[config.mk]
export PLATFORM = sky130hd
export DESIGN_NAME = rjump_pattern_gen
export DESIGN_NICKNAME = d
export VERILOG_FILES = /design/src/rtl/rjpg_pkg.sv /design/src/rtl/rjpg_lfsr.sv /design/src/rtl/rjpg_run_timer.sv /design/src/rtl/rjpg_word_counter.sv /design/src/rtl/rjump_pattern_gen.sv
export SDC_FILE = /design/constraint.sdc
export NUM_CORES = 1
export LEC_CHECK = 0
export ABC_AREA = 1
export ABC_CLOCK_PERIOD_IN_PS = 3600
export BUFFER_PORTS_ARGS = -buffer_cell sky130_fd_sc_hd__buf_4
export CORE_ASPECT_RATIO = 0.75
export CORE_MARGIN = 2
export CORE_UTILIZATION = 38
export CTS_CLUSTER_DIAMETER = 100
export DETAILED_ROUTE_END_ITERATION = 8
export PLACE_DENSITY = 0.67
export SYNTH_ARGS = -nofsm -noshare
export SYNTH_HDL_FRONTEND = slang
export SYNTH_SLANG_ARGS = --single-unit
[constraint.sdc]
create_clock -name clk_i -period 3.6 [get_ports clk_i]
set_input_delay 0 -clock clk_i [delete_from_list [all_inputs] [get_ports clk_i]]
set_output_delay 0 -clock clk_i [all_outputs]
set_load 0.02 [all_outputs]
[src/rtl/rjpg_pkg.sv]
`timescale 1ns/1ps
package rjpg_pkg;

    // default geometry
    localparam int unsigned WORD_W_DEF  = 32;
    localparam int unsigned RUN_W_DEF   = 5;
    localparam logic [31:0] POLY_DEF    = 32'h8020_0003;
    localparam logic [31:0] SEED_DEF    = 32'hACE1_5EED;

    // control bundle shared between the generator stages
    typedef struct packed {
        logic step;   // generator advances this clock
        logic jump;   // run counter expired on this step
    } gen_ctrl_t;

endpackage

[src/rtl/rjpg_lfsr.sv]
`timescale 1ns/1ps
module rjpg_lfsr #(
    parameter int unsigned         W    = 32,
    parameter logic [W-1:0]        POLY = '1,
    parameter logic [W-1:0]        SEED = '1
) (
    input  logic         clk_i,
    input  logic         rst_ni,
    input  logic         adv_i,
    output logic [W-1:0] state_o
);

    typedef struct packed {
        logic [W-1:0] sr;
    } lfsr_state_t;

    lfsr_state_t st_d, st_q;
    logic [W-1:0] fb_mask;

    // feedback mask: tap bits gated by the bit shifted out
    for (genvar b = 0; b < W; b++) begin : g_tap
        assign fb_mask[b] = POLY[b] & st_q.sr[0];
    end

    always_comb begin
        st_d = st_q;
        if (adv_i) begin
            st_d.sr = (st_q.sr >> 1) ^ fb_mask;
        end
    end

    always_ff @(posedge clk_i or negedge rst_ni) begin
        if (!rst_ni) begin
            st_q.sr <= SEED;
        end else begin
            st_q <= st_d;
        end
    end

    assign state_o = st_q.sr;

endmodule

[src/rtl/rjpg_run_timer.sv]
`timescale 1ns/1ps
module rjpg_run_timer #(
    parameter int unsigned W = 5
) (
    input  logic         clk_i,
    input  logic         rst_ni,
    input  logic         adv_i,
    input  logic [W-1:0] reload_i,
    output logic         jump_o,
    output logic [W-1:0] count_o
);

    typedef struct packed {
        logic [W-1:0] cnt;
    } timer_state_t;

    localparam logic [W-1:0] ONE = W'(1);

    timer_state_t st_d, st_q;
    logic         expired;

    always_comb begin
        st_d    = st_q;
        expired = (st_q.cnt == '0);
        if (adv_i) begin
            if (expired) begin
                // a zero reload behaves as a one-step run
                st_d.cnt = (reload_i == '0) ? '0 : (reload_i - ONE);
            end else begin
                st_d.cnt = st_q.cnt - ONE;
            end
        end
    end

    always_ff @(posedge clk_i or negedge rst_ni) begin
        if (!rst_ni) begin
            st_q.cnt <= '0;
        end else begin
            st_q <= st_d;
        end
    end

    assign jump_o  = adv_i & expired;
    assign count_o = st_q.cnt;

endmodule

[src/rtl/rjpg_word_counter.sv]
`timescale 1ns/1ps
module rjpg_word_counter
    import rjpg_pkg::*;
#(
    parameter int unsigned W = 32
) (
    input  logic         clk_i,
    input  logic         rst_ni,
    input  logic         tick_i,
    input  logic         run_i,
    input  gen_ctrl_t    ctrl_i,
    input  logic [W-1:0] load_val_i,
    output logic [W-1:0] data_o,
    output logic         event_o
);

    typedef struct packed {
        logic [W-1:0] word;
        logic         mark;
    } word_state_t;

    word_state_t st_d, st_q;

    always_comb begin
        st_d = st_q;
        if (ctrl_i.step) begin
            st_d.word = ctrl_i.jump ? load_val_i : (st_q.word + W'(1));
        end
        // marker follows jumps per step, is cleared while halted
        if (!run_i) begin
            st_d.mark = 1'b0;
        end else if (tick_i) begin
            st_d.mark = ctrl_i.jump;
        end
    end

    always_ff @(posedge clk_i or negedge rst_ni) begin
        if (!rst_ni) begin
            st_q.word <= '0;
            st_q.mark <= 1'b0;
        end else begin
            st_q <= st_d;
        end
    end

    assign data_o  = st_q.word;
    assign event_o = st_q.mark;

endmodule

[src/rtl/rjump_pattern_gen.sv]
`timescale 1ns/1ps
module rjump_pattern_gen
    import rjpg_pkg::*;
#(
    parameter int unsigned         WORD_W = WORD_W_DEF,
    parameter int unsigned         RUN_W  = RUN_W_DEF,
    parameter logic [WORD_W-1:0]   POLY   = POLY_DEF,
    parameter logic [WORD_W-1:0]   SEED   = SEED_DEF
) (
    input  logic              clk_i,
    input  logic              rst_ni,
    input  logic              tick_i,
    input  logic              run_i,
    output logic [WORD_W-1:0] data_o,
    output logic              event_o
);

    localparam int unsigned RUN_LSB = WORD_W - RUN_W;

    gen_ctrl_t         ctrl;
    logic [WORD_W-1:0] lfsr_val;
    logic [RUN_W-1:0]  run_cnt;
    logic              jump;

    assign ctrl.step = tick_i & run_i;
    assign ctrl.jump = jump;

    rjpg_lfsr #(
        .W    (WORD_W),
        .POLY (POLY),
        .SEED (SEED)
    ) i_lfsr (
        .clk_i   (clk_i),
        .rst_ni  (rst_ni),
        .adv_i   (ctrl.step),
        .state_o (lfsr_val)
    );

    rjpg_run_timer #(
        .W (RUN_W)
    ) i_timer (
        .clk_i    (clk_i),
        .rst_ni   (rst_ni),
        .adv_i    (ctrl.step),
        .reload_i (lfsr_val[RUN_LSB +: RUN_W]),
        .jump_o   (jump),
        .count_o  (run_cnt)
    );

    rjpg_word_counter #(
        .W (WORD_W)
    ) i_word (
        .clk_i      (clk_i),
        .rst_ni     (rst_ni),
        .tick_i     (tick_i),
        .run_i      (run_i),
        .ctrl_i     (ctrl),
        .load_val_i (lfsr_val),
        .data_o     (data_o),
        .event_o    (event_o)
    );

endmodule

After elaboration in Yosys (flattened, before gate mapping)
Index checks and enable logic that the tools add are counted.
W data, S select, Z words.
{"block": "totals", "output_inout_bits": 33, "inputBits": 4, "word_cells": 18, "reg_bits": 70}
{"block": "classes", "reduce_logical": 2, "addsub": 3, "mux": 5, "n_bitwise": 3, "n_eq_ne": 1}
{"op": "$add A32 B1 Y32 const B", "n": 1}
{"op": "$mux W32", "n": 1}
{"op": "$xor A31 B32 Y32", "n": 1}
{"op": "$logic_not A5 Y1", "n": 2}
{"op": "$mux W5", "n": 2}
{"op": "$sub A5 B1 Y5 const B", "n": 2}
{"op": "$and A1 B1 Y1", "n": 2}
{"op": "$mux W1", "n": 2}
{"op": "$ne A2 B2 Y1 const B", "n": 1}

Depth between registers and ports, before layout
{"block": "depth", "ltp_word": 4, "ltp_mapped": 11, "ltp_nobuf": 10}

Cells and area by module
A second synthesis with hierarchy kept.
{"block": "unflattened", "cells_unflattened": 621, "hier_area_um2": 4210.3}
{"module": "rjpg_word_counter", "area_per_inst_um2": 2516.2, "instances": 1, "seq_area_each_um2": 825.8, "cells_each": 418}
{"module": "rjpg_lfsr", "area_per_inst_um2": 1272.5, "instances": 1, "seq_area_each_um2": 824.5, "cells_each": 141}
{"module": "rjpg_run_timer", "area_per_inst_um2": 414.1, "instances": 1, "seq_area_each_um2": 125.1, "cells_each": 60}
{"module": "rjump_pattern_gen", "area_per_inst_um2": 7.5, "instances": 1, "seq_area_each_um2": 0.0, "cells_each": 2}

Worst setup path after synthesis
No wires, ideal clock.
{"block": "synth_path", "path_kind": "reg-to-reg", "from": "register i_word.st_q, in the netlist i_word.data_o[1]", "to": "register i_word.st_q, in the netlist i_word.data_o[20]", "required_ns": 3.487, "n_path_buf": 0, "setup_time_ns": 0.113, "setup_slack_ns": 2.034, "path_stages_with_launch": 11, "period_less_slack_ns": 1.566, "t_arrival_ns": 1.453, "cell_sequence": "dfrtp_1 ha_1 nand3_1 nor2_2 nand2_1 nor2_1 nand2_1 nand2_1 nand3_1 nand2_1 inv_1"}
{"block": "synth_via", "elab_chain_cells": 2}
{"item": "from (decl)", "line": "rjpg_word_counter.sv:22", "source": "word_state_t st_d, st_q;"}
{"item": "from (signal assigned)", "line": "rjpg_word_counter.sv:42", "source": "st_q <= st_d;"}
{"item": "$add A32 B1 Y32", "line": "rjpg_word_counter.sv:27", "source": "st_d.word = ctrl_i.jump ? load_val_i : (st_q.word + W'(1));"}
{"item": "$mux W32", "line": "rjpg_word_counter.sv:27"}
Every way passes these cells.
A chain may end at the register's enable or synchronous reset.

Worst setup path in the final report
{"block": "layout_path", "from": "register i_timer.st_q, in the netlist i_timer.count_o[0]", "to": "register i_word.st_q, in the netlist i_word.data_o[11]"}
{"block": "layout_via", "elab_chain_cells": 3}
{"item": "from (decl)", "line": "rjpg_run_timer.sv:19", "source": "timer_state_t st_d, st_q;"}
{"item": "from (signal assigned)", "line": "rjpg_run_timer.sv:39", "source": "st_q <= st_d;"}
{"item": "$logic_not A5 Y1", "line": "rjpg_run_timer.sv:24", "source": "expired = (st_q.cnt == '0);"}
{"item": "$and A1 B1 Y1", "line": "rjpg_run_timer.sv:43", "source": "assign jump_o = adv_i & expired;"}
{"item": "$mux W32", "line": "rjpg_word_counter.sv:27"}
Every way passes these cells.

==> metrics.cfg <==
[floorplanning]
initial_core_util_pct = 38.7
die_h_um = 92.3
die_x_um = 122
core-area_um2 = 10200
boundaryPins = 37
rows = 32
dieArea_um2 = 11200

[critical_path]
cp_num_cells = 9
cp-startpoint = i_timer.count_o[0]$_DFFE_PN0P_
cp_slowest_cell = inv_2
cp_data_required_time_ps = 3840
critical_path.max_stage_delay_ps = 560
crit_buf_inv = 3
cp-start-kind = flip-flop
path_class = flip-flop to flip-flop
reg2reg_to = i_word.data_o[11]$_DFFE_PN0P_
rr_startpoint = i_timer.count_o[0]$_DFFE_PN0P_
crit_path_max_fanout = 25
crit_path_end_kind = flip-flop
worstSetupEndpoint = i_word.data_o[11]$_DFFE_PN0P_
path_delay_family = simple AND/OR/NAND/NOR gates
regToRegSetupSlack_ps = 1170
cp.arrival_ps = 2670
path_cells = inv_1, ha_1, nand2_1, inv_1, nand3b_1, nand2_1, inv_2, o21ai_0, o22ai_1
r2r_cells = 9

[layout]
final_util_pct = 45.6
antenna_cells = 0
area_growth_syn_to_layout_pct = 17.9
drive_above_1_share_pct = 16.0
final_cells = 717
final_nets = 583

[placed_design]
pre_cts_slack_ps = 1230
hpwl_um = 6820
place_congestion = 0.914
port_buffers = 36
dp.cells = 698

[route]
drtAntennaViolNets = 0
post-route-drc-count = 0
drt_pass1_iterations = 5
via_per_inst = 4.99
dr_total_vias = 3577
first_iter_violations = 303
wl_um = 9830
wl_per_cell_um = 13.7

[timing]
final.min_clock_period_ps = 2430
fin_ws_ps = 1170
setup_tns_ps = 0
relSlewSlack_pct = 40.3
worst_pin_slew_ps = 896
clock_skew_ps = 5.77
finalHoldViolCount = 0
slew_violations = 0
rsz0062_at_grt = false
post-route-period-util_pct = 67.5
setup_viol = 0
fmax_mhz = 411

[cts]
cts_tree = done
htree_levels = 3
clock-sinks = 70
clk_latency_ps = 330
cts_setup_buffers = 0
cts_root_buf = clkbuf_16
cts_buffers = 9
clk_pin_slew_ps = 50
hold_buffers = 3
clk_path_buf_depth = 2
cts.repair.resized = 0

[global_routing]
grt_max_degree = 73
grt_pass1_wl_um = 16700
grt_pass1_vias = 3382
grt_antenna_before_repair = 0
track_usage_pct = 19.0
grt_overflow = 0

[status]
outcome = finished clean

[synthesis]
yosys.cell_types.count = 38
syn-num-nets = 548
avgSynthCellArea_um2 = 7.30
yosys_warnings = 0
syn_inst = 541
synth_seq_cells = 70
ys_seq_area_share_pct = 44.9
syn_area_um2 = 3950

[job]
drv_cap = 0

[hold_path]
hp-class = input pin to async pin

[power]
vdd_drop_max_mv = 0.422
power-per-cell-area_nw_per_um2 = 803
power_w = 0.00374
power.leakage_nw = 2.29

## synthesized netlist by cell type, drive strengths merged
cell,n,share of area (%)
nand2,170,17
nor2,88,9.6
inv,54,5.1
dfrtp,51,32
nand3,43,5.6
o21ai,41,5.2
dfstp,19,13
a21oi,13,1.8
buf,12,1.6
xor2,7,1.6
clkbuf,5,0.48
a22oi,4,0.76
nand3b,4,0.76
xnor2,4,0.89
a211o,3,0.67
ha,3,0.95
nor3,3,0.38
a31oi,2,0.32
nand4,2,0.32
o211ai,2,0.38
o21bai,2,0.38
o221ai,2,0.44
o22ai,2,0.32
o31ai,2,0.38
or2,2,0.32
and2,1,0.16
## through the flow
| stage | hold WS, ps | instance area [um^2] |
|---|---|---|
| finish | 335 | 4660 |
| global route | 396 | 4660 |
| CTS | 326 | 4660 |
| detailed placement | 185 | 4330 |
| global placement | 174 | 4330 |
| floorplan | -296 | 3950 |
## worst min path at each step
stage,from,end,depth (start not counted)
finish,rst_ni,i_lfsr.state_o[4]$_DFFE_PN0P_,2
global route,tick_i,i_lfsr.state_o[5]$_DFFE_PN1P_,5
CTS,tick_i,i_lfsr.state_o[6]$_DFFE_PN1P_,5
global placement,rst_ni,i_word.data_o[4]$_DFFE_PN0P_,1
floorplan,rst_ni,i_lfsr.state_o[13]$_DFFE_PN0P_,0
detailed placement,rst_ni,i_word.data_o[4]$_DFFE_PN0P_,1
## cell families (layout without fill, tap and decap cells)
group	Yosys count	after routing	synth area share, %
and+or+nand+nor	313	313	33.8
buffers and inverters	71	111	7.16
adders and majority gates	3	3	0.950
DFF	70	70	44.9
xor gates and xnor gates	11	11	2.44
AOI/OAI and AO/OA	73	73	10.7
## where the power goes
| part | internal (W) | leakage [nW] | switching [W] |
|---|---|---|---|
| sequential | 0.00110 | 0.796 | 0.000349 |
| clock | 0.000573 | 0.146 | 0.000321 |
| combinational | 0.000558 | 1.35 | 0.000838 |
## registers in the layout (all words and copies together) (netlist names)
name             cells
i_lfsr.state_o      32
i_timer.count_o      5
i_word.data_o       32
i_word.event_o       1
## final cells by class
class,instances,area (um^2)
fillers,1036,5550
multi-input cells,400,1890
flip-flops and latches,70,1780
repair buffers,41,315
clock buffers,13,260
inverters,54,203
well taps,136,170
clock inverters,3,42.5
## metal layers
| metal | GRT usage (%) | wire, um | vias up |
|---|---|---|---|
| met2 | 27.2 | 4190 | 89 |
| met3 | 5.17 | 551 | 11 |
| li1 | - | - | 1795 |
| met5 | 0 | 0 | - |
| met1 | 28.1 | 4980 | 1682 |
| met4 | 5.27 | 108 | 0 |
## cells in the final DEF (no fill, tap or decap), types with 3 or more instances in the layout
cell           count
nor3_1             3
inv_2              3
o21ai_0           40
clkbuf_16          9
dfrtp_1           51
dlygate4sd3_1      3
a211o_1            3
nand2_2            6
nor2_4             3
dfstp_2           19
buf_4             38
nand3_1           42
a21oi_1           11
nand3b_1           4
inv_1             51
ha_1               3
xnor2_1            4
xor2_1             7
nor2_1            80
nor2_2             4
nand2_1          163
a22oi_1            4
Note: power is estimated with default switching activity, not from simulation.
